[src/rtl/clkgen_pkg.sv]
package clkgen_pkg;

  // Filter period multiplier for each bandwidth code (5k/1k/200/10 Hz)
  function automatic int unsigned bw_ratio(input logic [1:0] s);
    case (s)
      2'b00:   return 1;
      2'b01:   return 5;
      2'b10:   return 25;
      default: return 500;
    endcase
  endfunction

  // Branch b stores in the open window (b*seg, (b+1)*seg) of half-periods
  function automatic logic az_window(input int h, input int b, input int seg);
    return (h > b * seg) && (h < (b + 1) * seg);
  endfunction

endpackage

[src/rtl/chop_divider.sv]
module chop_divider
  import clkgen_pkg::*;
#(
  parameter int CHOP_HALF       = 4,
  parameter int AZ_CHOP_PERIODS = 8,
  parameter int BRANCHES        = 2
) (
  input  logic                clk,
  input  logic                rst_n,
  output logic                chop,
  output logic [BRANCHES-1:0] az_q,
  output logic                az_wrap
);
  localparam int AZ_HALVES = 2 * AZ_CHOP_PERIODS;
  localparam int SEG       = AZ_HALVES / BRANCHES;
  localparam int CW        = $clog2(CHOP_HALF + 1);
  localparam int HW        = $clog2(AZ_HALVES);

  logic [CW-1:0]       cnt;
  logic [HW-1:0]       hidx, hnext;
  logic                tick;
  logic [BRANCHES-1:0] az_nxt;

  assign tick    = (cnt == CW'(CHOP_HALF - 1));
  assign hnext   = (hidx == HW'(AZ_HALVES - 1)) ? '0 : hidx + 1'b1;
  assign az_wrap = tick && (hidx == HW'(AZ_HALVES - 1));

  for (genvar b = 0; b < BRANCHES; b++) begin : g_branch
    assign az_nxt[b] = az_window(int'(hnext), b, SEG);
  end

  always_ff @(posedge clk or negedge rst_n) begin
    if (!rst_n) begin
      cnt  <= '0;
      hidx <= '0;
      chop <= 1'b0;
      az_q <= '0;
    end else if (tick) begin
      cnt  <= '0;
      chop <= ~chop;
      hidx <= hnext;
      az_q <= az_nxt;
    end else begin
      cnt <= cnt + 1'b1;
    end
  end

  p_chop_toggle_r2: assert property (@(posedge clk) disable iff (!rst_n)
    tick |=> (chop != $past(chop)));
  p_chop_hold_r2: assert property (@(posedge clk) disable iff (!rst_n)
    !tick |=> $stable(chop));
  p_az_on_chop_edge_r3: assert property (@(posedge clk) disable iff (!rst_n)
    (az_q != $past(az_q)) |-> (chop != $past(chop)));
  p_single_store_r4: assert property (@(posedge clk) disable iff (!rst_n)
    $onehot0(az_q));

endmodule

[src/rtl/nov_phase_gen.sv]
module nov_phase_gen
  import clkgen_pkg::*;
#(
  parameter int FLT_BASE = 8,
  parameter int DEAD     = 1
) (
  input  logic       clk,
  input  logic       rst_n,
  input  logic [1:0] sel,
  output logic       ph1,
  output logic       ph2,
  output logic       fwrap
);
  localparam int PMAX = FLT_BASE * 500;
  localparam int FW   = $clog2(PMAX + 1);

  function automatic logic [FW-1:0] period_of(input logic [1:0] s);
    return FW'(FLT_BASE * bw_ratio(s));
  endfunction

  logic [FW-1:0] fcnt, nxt_cnt, cur_p, nxt_p;
  logic [1:0]    sel_act, nxt_sel;

  assign cur_p   = period_of(sel_act);
  assign fwrap   = (fcnt == cur_p - 1'b1);
  assign nxt_cnt = fwrap ? '0 : fcnt + 1'b1;
  assign nxt_sel = fwrap ? sel : sel_act;
  assign nxt_p   = period_of(nxt_sel);

  always_ff @(posedge clk or negedge rst_n) begin
    if (!rst_n) begin
      fcnt    <= '0;
      sel_act <= 2'b00;
      ph1     <= 1'b0;
      ph2     <= 1'b0;
    end else begin
      fcnt    <= nxt_cnt;
      sel_act <= nxt_sel;
      ph1     <= (nxt_cnt >= FW'(DEAD)) && (nxt_cnt < (nxt_p >> 1));
      ph2     <= (nxt_cnt >= (nxt_p >> 1) + FW'(DEAD));
    end
  end

  p_no_overlap_r6: assert property (@(posedge clk) disable iff (!rst_n)
    !(ph1 && ph2));
  p_gap_after_ph1_r6: assert property (@(posedge clk) disable iff (!rst_n)
    $past(ph1) |-> !ph2);
  p_gap_after_ph2_r6: assert property (@(posedge clk) disable iff (!rst_n)
    $past(ph2) |-> !ph1);
  p_rise_pos_r6: assert property (@(posedge clk) disable iff (!rst_n)
    $rose(ph1) |-> (fcnt == FW'(DEAD)));
  p_sel_hold_r7: assert property (@(posedge clk) disable iff (!rst_n)
    !fwrap |=> $stable(sel_act));
  p_period_len_r5: assert property (@(posedge clk) disable iff (!rst_n)
    fwrap |=> (fcnt == '0));

endmodule

[src/rtl/chopaz_clock_gen.sv]
module chopaz_clock_gen #(
  parameter int CHOP_HALF = 4,
  parameter int FLT_BASE  = 8,
  parameter int DEAD      = 1
) (
  input  logic       clk,
  input  logic       rst_n,
  input  logic [1:0] bw_sel,
  output logic       chop_clk,
  output logic [1:0] az_store,
  output logic       flt_ph1,
  output logic       flt_ph2,
  output logic       ready
);
  logic az_wrap, fwrap;
  logic az_done, flt_done;

  chop_divider #(
    .CHOP_HALF(CHOP_HALF), .AZ_CHOP_PERIODS(8), .BRANCHES(2)
  ) u_chop (
    .clk(clk), .rst_n(rst_n), .chop(chop_clk), .az_q(az_store), .az_wrap(az_wrap)
  );

  nov_phase_gen #(
    .FLT_BASE(FLT_BASE), .DEAD(DEAD)
  ) u_flt (
    .clk(clk), .rst_n(rst_n), .sel(bw_sel), .ph1(flt_ph1), .ph2(flt_ph2), .fwrap(fwrap)
  );

  always_ff @(posedge clk or negedge rst_n) begin
    if (!rst_n) begin
      az_done  <= 1'b0;
      flt_done <= 1'b0;
    end else begin
      if (az_wrap) az_done  <= 1'b1;
      if (fwrap)   flt_done <= 1'b1;
    end
  end

  assign ready = az_done & flt_done;

  p_ready_sticky_r8: assert property (@(posedge clk) disable iff (!rst_n)
    ready |=> ready);
  p_ready_cause_r8: assert property (@(posedge clk) disable iff (!rst_n)
    $rose(ready) |-> ($past(az_wrap) || $past(fwrap)));

endmodule

[config.mk]
export PLATFORM = sky130hd
export DESIGN_NAME = chopaz_clock_gen
export DESIGN_NICKNAME = d
export VERILOG_FILES = /design/src/rtl/clkgen_pkg.sv /design/src/rtl/chop_divider.sv /design/src/rtl/nov_phase_gen.sv /design/src/rtl/chopaz_clock_gen.sv
export SDC_FILE = /design/constraint.sdc
export NUM_CORES = 1
export LEC_CHECK = 0
export BUFFER_PORTS_ARGS = -buffer_cell sky130_fd_sc_hd__buf_2
export CAP_MARGIN = 40
export CORE_MARGIN = 2
export CORE_UTILIZATION = 51
export DETAILED_ROUTE_END_ITERATION = 12
export PLACE_DENSITY = 0.76
export SYNTH_ARGS = -nofsm -noshare
export SYNTH_HDL_FRONTEND = slang
export SYNTH_HIERARCHICAL = 1
export SYNTH_SLANG_ARGS = --single-unit
[constraint.sdc]
create_clock -name clk -period 9 [get_ports clk]
set_input_delay 0.9 -clock clk [delete_from_list [all_inputs] [get_ports clk]]
set_output_delay 0.9 -clock clk [all_outputs]
set_load 0.02 [all_outputs]
# == After elaboration in Yosys (flattened, before gate mapping) ==
# Index checks and enable logic that the tools add are counted.
# word_totals
input_bits,4
reg_bits,28
output_inout_bits,6
# classes
reduce_logical,5
order_cmp,6
addsub,5
n_mux,6
bitwise_logic,2
eq_ne,7
# ops
op,count
$pmux 9 s3,2
$add 11x1->12 const B,1
$add 12x1->12 const B,1
$eq 12x12->1,1
$ge 12x1->1 const B,1
$ge 12x12->1,1
$lt 12x11->1,1
$mux 12,1
$sub 12x1->12 const B,1
$add 4x1->4 const B,1
$eq 2x1->1 const B,2
$eq 2x2->1 const B,2
$eq 4x4->1 const B,1
$gt 4x1->1 const B,1
$gt 4x4->1 const B,1
$logic_not 2->1,2
$lt 4x4->1 const B,1
$mux 4,1
$add 3x1->3 const B,1
$eq 3x2->1 const B,1
$logic_and 1x1->1,3
$mux 3,1
$mux 2,1
$and 1x1->1,1
$not 1->1,1

# == Logic depth before layout (Yosys ltp) ==
# Gate-level depths: netlist (run 1).
# depth
word_depth,9
ltp_mapped,16
depth_no_buf,15

# == By module ==
# Netlist (run 1), hierarchy kept.
# modules_own_cells
module,instances,seq_area_each_um2,area_each_um2,cells_per_inst
nov_phase_gen,1,400.4,1176.1,130
chop_divider,1,250.2,431.7,38
chopaz_clock_gen,1,50.0,70.1,5

# == Least setup slack after synthesis (run 1) ==
# Ideal clock, no wire load.
# synth_timing
path_kind,register -> register
start,register u_flt.fcnt[0]
end,register u_flt.ph1
setup_time_ns,0.094
slack_ns,5.925
stages_incl_launch_ff,17
synth_period_minus_slack_ns,3.075
n_path_buf,1
required_ns,8.906
t_arrival_ns,2.982
path_cell_list,dfrtp_1 ha_1 nand2_1 nor4_2 o22a_1 and2_1 buf_6 mux2_4 inv_2 or2_1 ha_1 a21o_1 a21oi_1 o21a_1 inv_1 a211o_1 a221oi_2
# synth_via
elab_chain_len,6
elab_cells_between_ends,11
classes_between,add/sub: 1; order compare: 2; eq/ne: 3; mux: 3; reduce/logical: 2
# synth_rtl
item,line,text
from (decl),nov_phase_gen.sv:21,"logic [FW-1:0] fcnt, nxt_cnt, cur_p, nxt_p;"
from (signal assigned),nov_phase_gen.sv:37,fcnt <= nxt_cnt;
$eq 12x12->1 *,nov_phase_gen.sv:25,assign fwrap = (fcnt == cur_p - 1'b1);
$mux 2 *,nov_phase_gen.sv:27,assign nxt_sel = fwrap ? sel : sel_act;
named net u_flt.nxt_sel[1],nov_phase_gen.sv:22,"logic [1:0] sel_act, nxt_sel;"
$eq 2x2->1 (tied with other cells),clkgen_pkg.sv:5,case (s)
$pmux 9 s3 *,clkgen_pkg.sv:5,
$lt 12x11->1 *,nov_phase_gen.sv:39,ph1 <= (nxt_cnt >= FW'(DEAD)) && (nxt_cnt < (nxt_p >> 1));
$logic_and 1x1->1 *,nov_phase_gen.sv:39,
to (signal assigned),nov_phase_gen.sv:39,
to (decl),nov_phase_gen.sv:10,"output logic ph1,"
# The timed path passes the listed nets; every way through them passes the cells marked *.
# A chain may end at the register's enable or synchronous reset.

# == Worst setup path after layout (run 1) ==
# layout_timing
start,register u_flt.fcnt[0]
end,register u_flt.ph1
# layout_via
elab_chain_len,6
elab_cells_between_ends,11
classes_between,add/sub: 1; order compare: 2; eq/ne: 3; mux: 3; reduce/logical: 2
# layout_rtl
item,line,text
$eq 12x12->1 *,nov_phase_gen.sv:25,
named net fwrap,chopaz_clock_gen.sv:15,"logic az_wrap, fwrap;"
$mux 2,nov_phase_gen.sv:27,
$eq 2x2->1 (tied with other cells),clkgen_pkg.sv:5,
$pmux 9 s3,clkgen_pkg.sv:5,
$lt 12x11->1,nov_phase_gen.sv:39,
$logic_and 1x1->1 *,nov_phase_gen.sv:39,
# Marks and branches as above.

==> run summary, run 1 <==
share of post-route cells with drive strength above 1 - 12.00%
startpoint type of the worst setup path - flop
synthesized flop and latch total - 28
cell count after synthesis - 173
Hold Path Class - reg -> reg
WL final - 3.108 mm
delay-heaviest family, CP - simple AND/OR/NAND/NOR gates
initial antenna violation count - 0
period utilisation layout - 41.39%
Crit Path Max Fanout - 14
crit path capture type - flop
Row Count - 20
worst r2r dst - u_flt/ph1
root buf cell - clkbuf_4
area of the multi-input gates - 878.3 sq um
CTS buffer count - 3
Tmin final - 3725 ps
Power, Total - 0.2492 mW
CP Cell Sequence - ha_1 > nand2_1 > nor4_2 > o22a_1 > and2_1 > mux2i_1 > or2_1 > ha_1 > a21o_1 > a21oi_1 > o21a_1 > inv_1 > a211o_1 > a221oi_2
cts hold-fix bufs - 0
share of the synthesized area in the top cell type - 41.76%
postcts setup bufs - 0
H-tree levels - 1
die area - 0.003764 sq mm
Hold Path Depth - 1
Post-synth EDFFs - 0
Chip Width - 61.36 um
min-delay src - u_chop/cnt[0]
Vias - 1228
PwrDens - 143.4 mW/mm^2
Ys Warns - 6
WP buf/inv - 1
critical path's slowest cell - and2_1
drt first pass iters - 4
IO Pins - 10
Fillers - 290
Starting Density - 54.07%
Final ANT Viol Nets - 0
CP Class - reg -> reg
GR Overflow Total - 0
first-pass GRT wire length - 5.444 mm
Arr. time, crit path - 3970 ps
RR Startpoint - u_flt/fcnt[0]
synth-to-layout area growth - 3.580%
Sink Count - 28
core region area - 0.003103 sq mm
clk buf depth - 2
Slew Viols, Final - 0
most frequent cell after synthesis - dfrtp_1
Hold Path End - u_chop/cnt[0]
HPWL after detailed placement - 2.425 mm
routability cong. - 0.9148
Hold WS - 454.7 ps
RSZ-0062 raised after global routing - false
FFs w/ async S/R, synth - 100.0%
GRT Total Usage - 19.69%
CTS tree - built
port bufs - 9
Synth Flop Type - dfrtp_1
status - finished clean
clk_lat worst skew - 320 ps
number of global-route vias before repair - 1204
leading area contributor after synthesis - dfrtp_1
vias per cell - 5.607
Fin Clk Skew - 5.268 ps
Die Ht - 61.36 um
clk slew on worst S/H paths - 140 ps
Ant. Diodes - 0
Post-CTS Resized - 0
slew margin rel. - 58.08%
Reg2Reg Setup Slack - 5280 ps
Synth Cell Area - 0.001678 sq mm
Max stage delay on crit path - 460 ps
Worst-Margin Slew - 620.9 ps
largest net degree at the start of global routing - 29
setup TNS - 0 ps
commonest cells in the netlist - dfrtp_1, nor2_1, nand2_1
R2R cell count - 14
layout net count - 193
Synth area leaders - dfrtp_1, ha_1, xnor2_1
Max Cap Viol - 0
register area - 700.7 sq um
Avg Synthesized Cell Area - 9.699 sq um
Synth cell types - 48
VDD IR max - 0.08089 mV
drt first-iter violations - 68
CP most frequent cell - ha_1
sequential share of the synthesized area - 41.76%
CP required - 9240 ps
fmax - 0.2685 GHz
# DRC - 0
Fin. Hold Viols - 0
wire length per cell - 14.19 um
Syn Nets - 190
Setup-failing EPs final - 0
Leak - 0.8064 nW
==> placed cells by master, fill, tap and decap left out, drive strengths merged, types with 2 or more instances in the layout <==
master,instances
a211o,3
a21o,2
nor3,8
xor2,3
o21ai,4
ha,13
buf,9
nand3,7
nand2b,2
a21oi,6
nand2,15
nor4,3
o21a,2
nor2,18
and3,2
and2,3
or2,3
nand4,5
clkbuf,4
dfrtp,28
inv,6
xnor2,10
==> metal layers <==
| layer | track usage, % | part of all wire [%] | vias to the layer above |
|---|---|---|---|
| met2 | 33.74 | 48 | 22 |
| li1 | - | - | 608 |
| met4 | 4.863 | 1.7 | 0 |
| met3 | 2.521 | 2.9 | 7 |
| met5 | 0 | 0 | - |
| met1 | 26.73 | 47 | 591 |
==> worst max path at each step <==
stage                   from        end  slack, ps  cells after the start
2_1_floorplan  u_flt/fcnt[0]  u_flt/ph1       5920                     16
3_3_place_gp   u_flt/fcnt[0]  u_flt/ph1       5560                     15
3_5_place_dp   u_flt/fcnt[0]  u_flt/ph1       5340                     14
4_1_cts        u_flt/fcnt[0]  u_flt/ph1       5280                     14
5_1_grt        u_flt/fcnt[0]  u_flt/ph1       4940                     14
6_report       u_flt/fcnt[0]  u_flt/ph1       5280                     14
==> metrics by stage <==
stage	setup WS, ps	util (%)	instances	instance area, sq um
3_5_place_dp	5341	54.84	215	1702
5_1_grt	4942	56.01	219	1738
4_1_cts	5283	56.01	219	1738
2_1_floorplan	5925	-	173	1678
6_report	5275	56.01	219	1738
3_3_place_gp	5564	54.84	215	1702
==> sequential cells by signal, indices dropped and copies added (netlist names) <==
signal and count:
u_flt/fcnt 12, u_chop/hidx 4, u_chop/cnt 3, u_chop/az_q 2, u_flt/sel_act 2, az_done 1, flt_done 1, u_chop/chop 1
u_flt/ph1 1, u_flt/ph2 1
==> cell families after synthesis <==
logic type / Yosys count / share of synthesized area [%]
adder cells (fa/ha/maj): 13 / 9.694
flip-flops: 28 / 41.76
buffers and inverters: 17 / 5.890
XOR/XNOR: 13 / 6.786
multiplexers: 2 / 1.491
AO/OA/AOI/OAI: 25 / 10.89
AND/OR/NAND/NOR: 75 / 23.49
==> cell type report <==
| cell class | count | share of cell area [%] |
|---|---|---|
| flip-flops and latches | 28 | 40.32 |
| inverters | 6 | 1.296 |
| well taps | 44 | 3.168 |
| multi-input cells | 128 | 50.54 |
| clock buffers | 4 | 2.088 |
| repair buffers | 9 | 2.592 |
==> report_power, final <==
part           switching (mW)  internal (mW)
clock                  0.0347         0.0248
sequential             0.0124          0.132
combinational          0.0254         0.0196
(Power assumes the default switching activity.)
==> inputs of run 2 (changes only) <==
Settings changed: ABC_AREA from default to 1, PLACE_DENSITY 0.76 to 0.75.
Clock period 9 ns to 3.8 ns, I/O delays scaled along.
==> run 2 against run 1 <==
Against the previous run:
- design area up 17%
- critical endpoint unchanged
- count of clock-buffer cells in the layout down 1
- utilization increased by 0.52 points
- first-iteration DRC count up 25%
- hold slack got worse by 340 ps
==> run summary, run 2 <==
Design Area, Final - 0.002038 sq mm
IO Pins - 10
Row Count - 22
routability cong. - 0.9020
VDD IR max - 0.1758 mV
synth-to-layout area growth - 8.817%
cell count after synthesis - 256
CTS buffer count - 3
Fin. Hold Viols - 0
clk_lat worst skew - 280 ps
status - finished clean
commonest non-fill, non-tap cell in the layout - nand2_1
dpl ws - 969.8 ps
share of post-route cells with drive strength above 1 - 16.79%
register with the most flip-flops - u_flt/fcnt
cts hold-fix bufs - 0
Finished Layout Cells - 316
HPWL after detailed placement - 3.022 mm
cell count after placement - 312
Ys Warns - 6
Max Cap Viol - 0
Post-CTS Resized - 0
slew margin rel. - 58.27%
met1 wire length - 1.796 mm
Avg Synthesized Cell Area - 7.317 sq um
CP most frequent cell - inv_2
Hold Path Class - in -> async
Setup WS post-layout - 951.1 ps
max reg flops - 12
Setup-failing EPs final - 0
Arr. time, crit path - 3060 ps
Largest regs - u_flt/fcnt (12), u_chop/hidx (4), u_chop/cnt (3)
FFs w/ async S/R, synth - 100.0%
synthesized flop and latch total - 28
CP Class - reg -> reg
Synth cell types - 30
Tmin final - 2849 ps
Slew Viols, Final - 0
Max stage delay on crit path - 450 ps
Power, Total - 0.7650 mW
# DRC - 0
postcts setup bufs - 0
core region area - 0.003606 sq mm
commonest cells in the netlist - nand2_1, inv_1, dfrtp_1
sequential share of the synthesized area - 37.41%
GR Overflow Total - 0
Finished Core Util - 56.52%
number of global-route vias before repair - 1468
RSZ-0062 raised after global routing - false
WP buf/inv - 3
H-tree levels - 1
Crit Path Max Fanout - 7
startpoint type of the worst setup path - flop
PwrDens - 375.4 mW/mm^2
vias per cell - 4.953
Synth Cell Area - 0.001873 sq mm
clk buf depth - 2
root buf cell - clkbuf_8
CP required - 4010 ps
Synth Flop Type - dfrtp_1
Ant. Diodes - 0
period utilisation layout - 74.97%
met3 WL - 138 um
crit path capture type - flop
Post-DP Area - 0.001967 sq mm
leading area contributor after synthesis - dfrtp_1
Max Used Layer - met4
first-pass GRT wire length - 6.520 mm
Syn Nets - 273
clk slew on worst S/H paths - 90 ps
setup TNS - 0 ps
Vias - 1565
share of the synthesized area in the top cell type - 37.41%
GRT Total Usage - 20.05%
Leak - 1.130 nW
initial antenna violation count - 0
Final ANT Viol Nets - 0
Starting Density - 51.94%
delay-heaviest family, CP - simple AND/OR/NAND/NOR gates
die area - 0.004173 sq mm
Synth area leaders - dfrtp_1, nand2_1, ha_1
Post-synth EDFFs - 0
Chip Width - 64.60 um
CTS tree - built
largest net degree at the start of global routing - 29
Sink Count - 28
most frequent cells in the layout - nand2_1, inv_1, dfrtp_1
Die Ht - 64.60 um
critical path's slowest cell - dfrtp_1
WL final - 3.744 mm
drt first pass iters - 4
wire length per cell - 11.85 um
drt first-iter violations - 85
port bufs - 9
CP Cell Sequence - ha_1 > nand2_2 > inv_2 > nand3_1 > nor2_1 > nand2_2 > nor2_8 > nor2_2 > nor2_4 > inv_2 > nor2_4 > inv_2 > ha_1 > a21oi_1 > o31ai_1 > nand2_1 > nand3_1 > nor2_1 > nand2_1 > a21oi_1
fmax - 0.3510 GHz
layout net count - 286
DR WL met2 - 1.779 mm
Hold WS - 112.0 ps
Worst-Margin Slew - 625.9 ps
Fin Clk Skew - 4.126 ps
most frequent cell after synthesis - nand2_1
==> run 2: final timing paths <==
path | start | end | slack, ps | cells after the start
min in group clk | bw_sel[1] | u_flt/sel_act[1] | 390 | 3
max reg2reg | u_flt/fcnt[0] | u_flt/ph1 | 950 | 20
min reg2reg | u_chop/cnt[0] | u_chop/cnt[0] | 450 | 1
max | u_flt/fcnt[0] | u_flt/ph1 | 950 | 20
max in group asynchronous | rst_n | u_chop/cnt[2] | 3280 | 1
min | rst_n | u_chop/hidx[3] | 110 | 1
==> run 2: area by class of cell <==
| type | instances | area, sq um |
|---|---|---|
| Clock buffer | 3 | 41.29 |
| Clock inverter | 1 | 30.03 |
| Fill cell | 333 | 1568 |
| Inverter | 50 | 192.7 |
| Multi-Input combinational cell | 177 | 968.4 |
| Sequential cell | 28 | 700.7 |
| Tap cell | 48 | 60.06 |
| Timing Repair Buffer | 9 | 45.04 |
==> run 2: kinds of logic after synthesis <==
family / synth area share [%]
simple gates: 35.80
buf+inv: 10.89
flops: 37.41
compound gates: 5.812
fa+ha+maj: 8.684
xor+xnor: 1.403
==> run 2: worst register-to-register path, cell delays in order (launching register included) <==
cell	delay, ps
dfrtp_1	450
ha_1	310
nand2_2	110
inv_2	80
nand3_1	60
nor2_1	130
nand2_2	120
nor2_8	150
nor2_2	60
nor2_4	140
inv_2	60
nor2_4	90
inv_2	70
ha_1	290
a21oi_1	150
o31ai_1	90
nand2_1	60
nand3_1	60
nor2_1	120
nand2_1	70
a21oi_1	100
==> run 2: layer usage <==
layer	track usage [%]	vias to the layer above
met5	0	-
met2	32.42	36
met4	5.585	0
li1	-	813
met1	28.73	714
met3	2.083	2
==> run 2: report_power, final <==
part	internal (mW)	switching [mW]	total [mW]
clock	0.141	0.0925	0.234
combinational	0.0674	0.126	0.193
sequential	0.314	0.0244	0.338
total	0.522	0.243	0.765
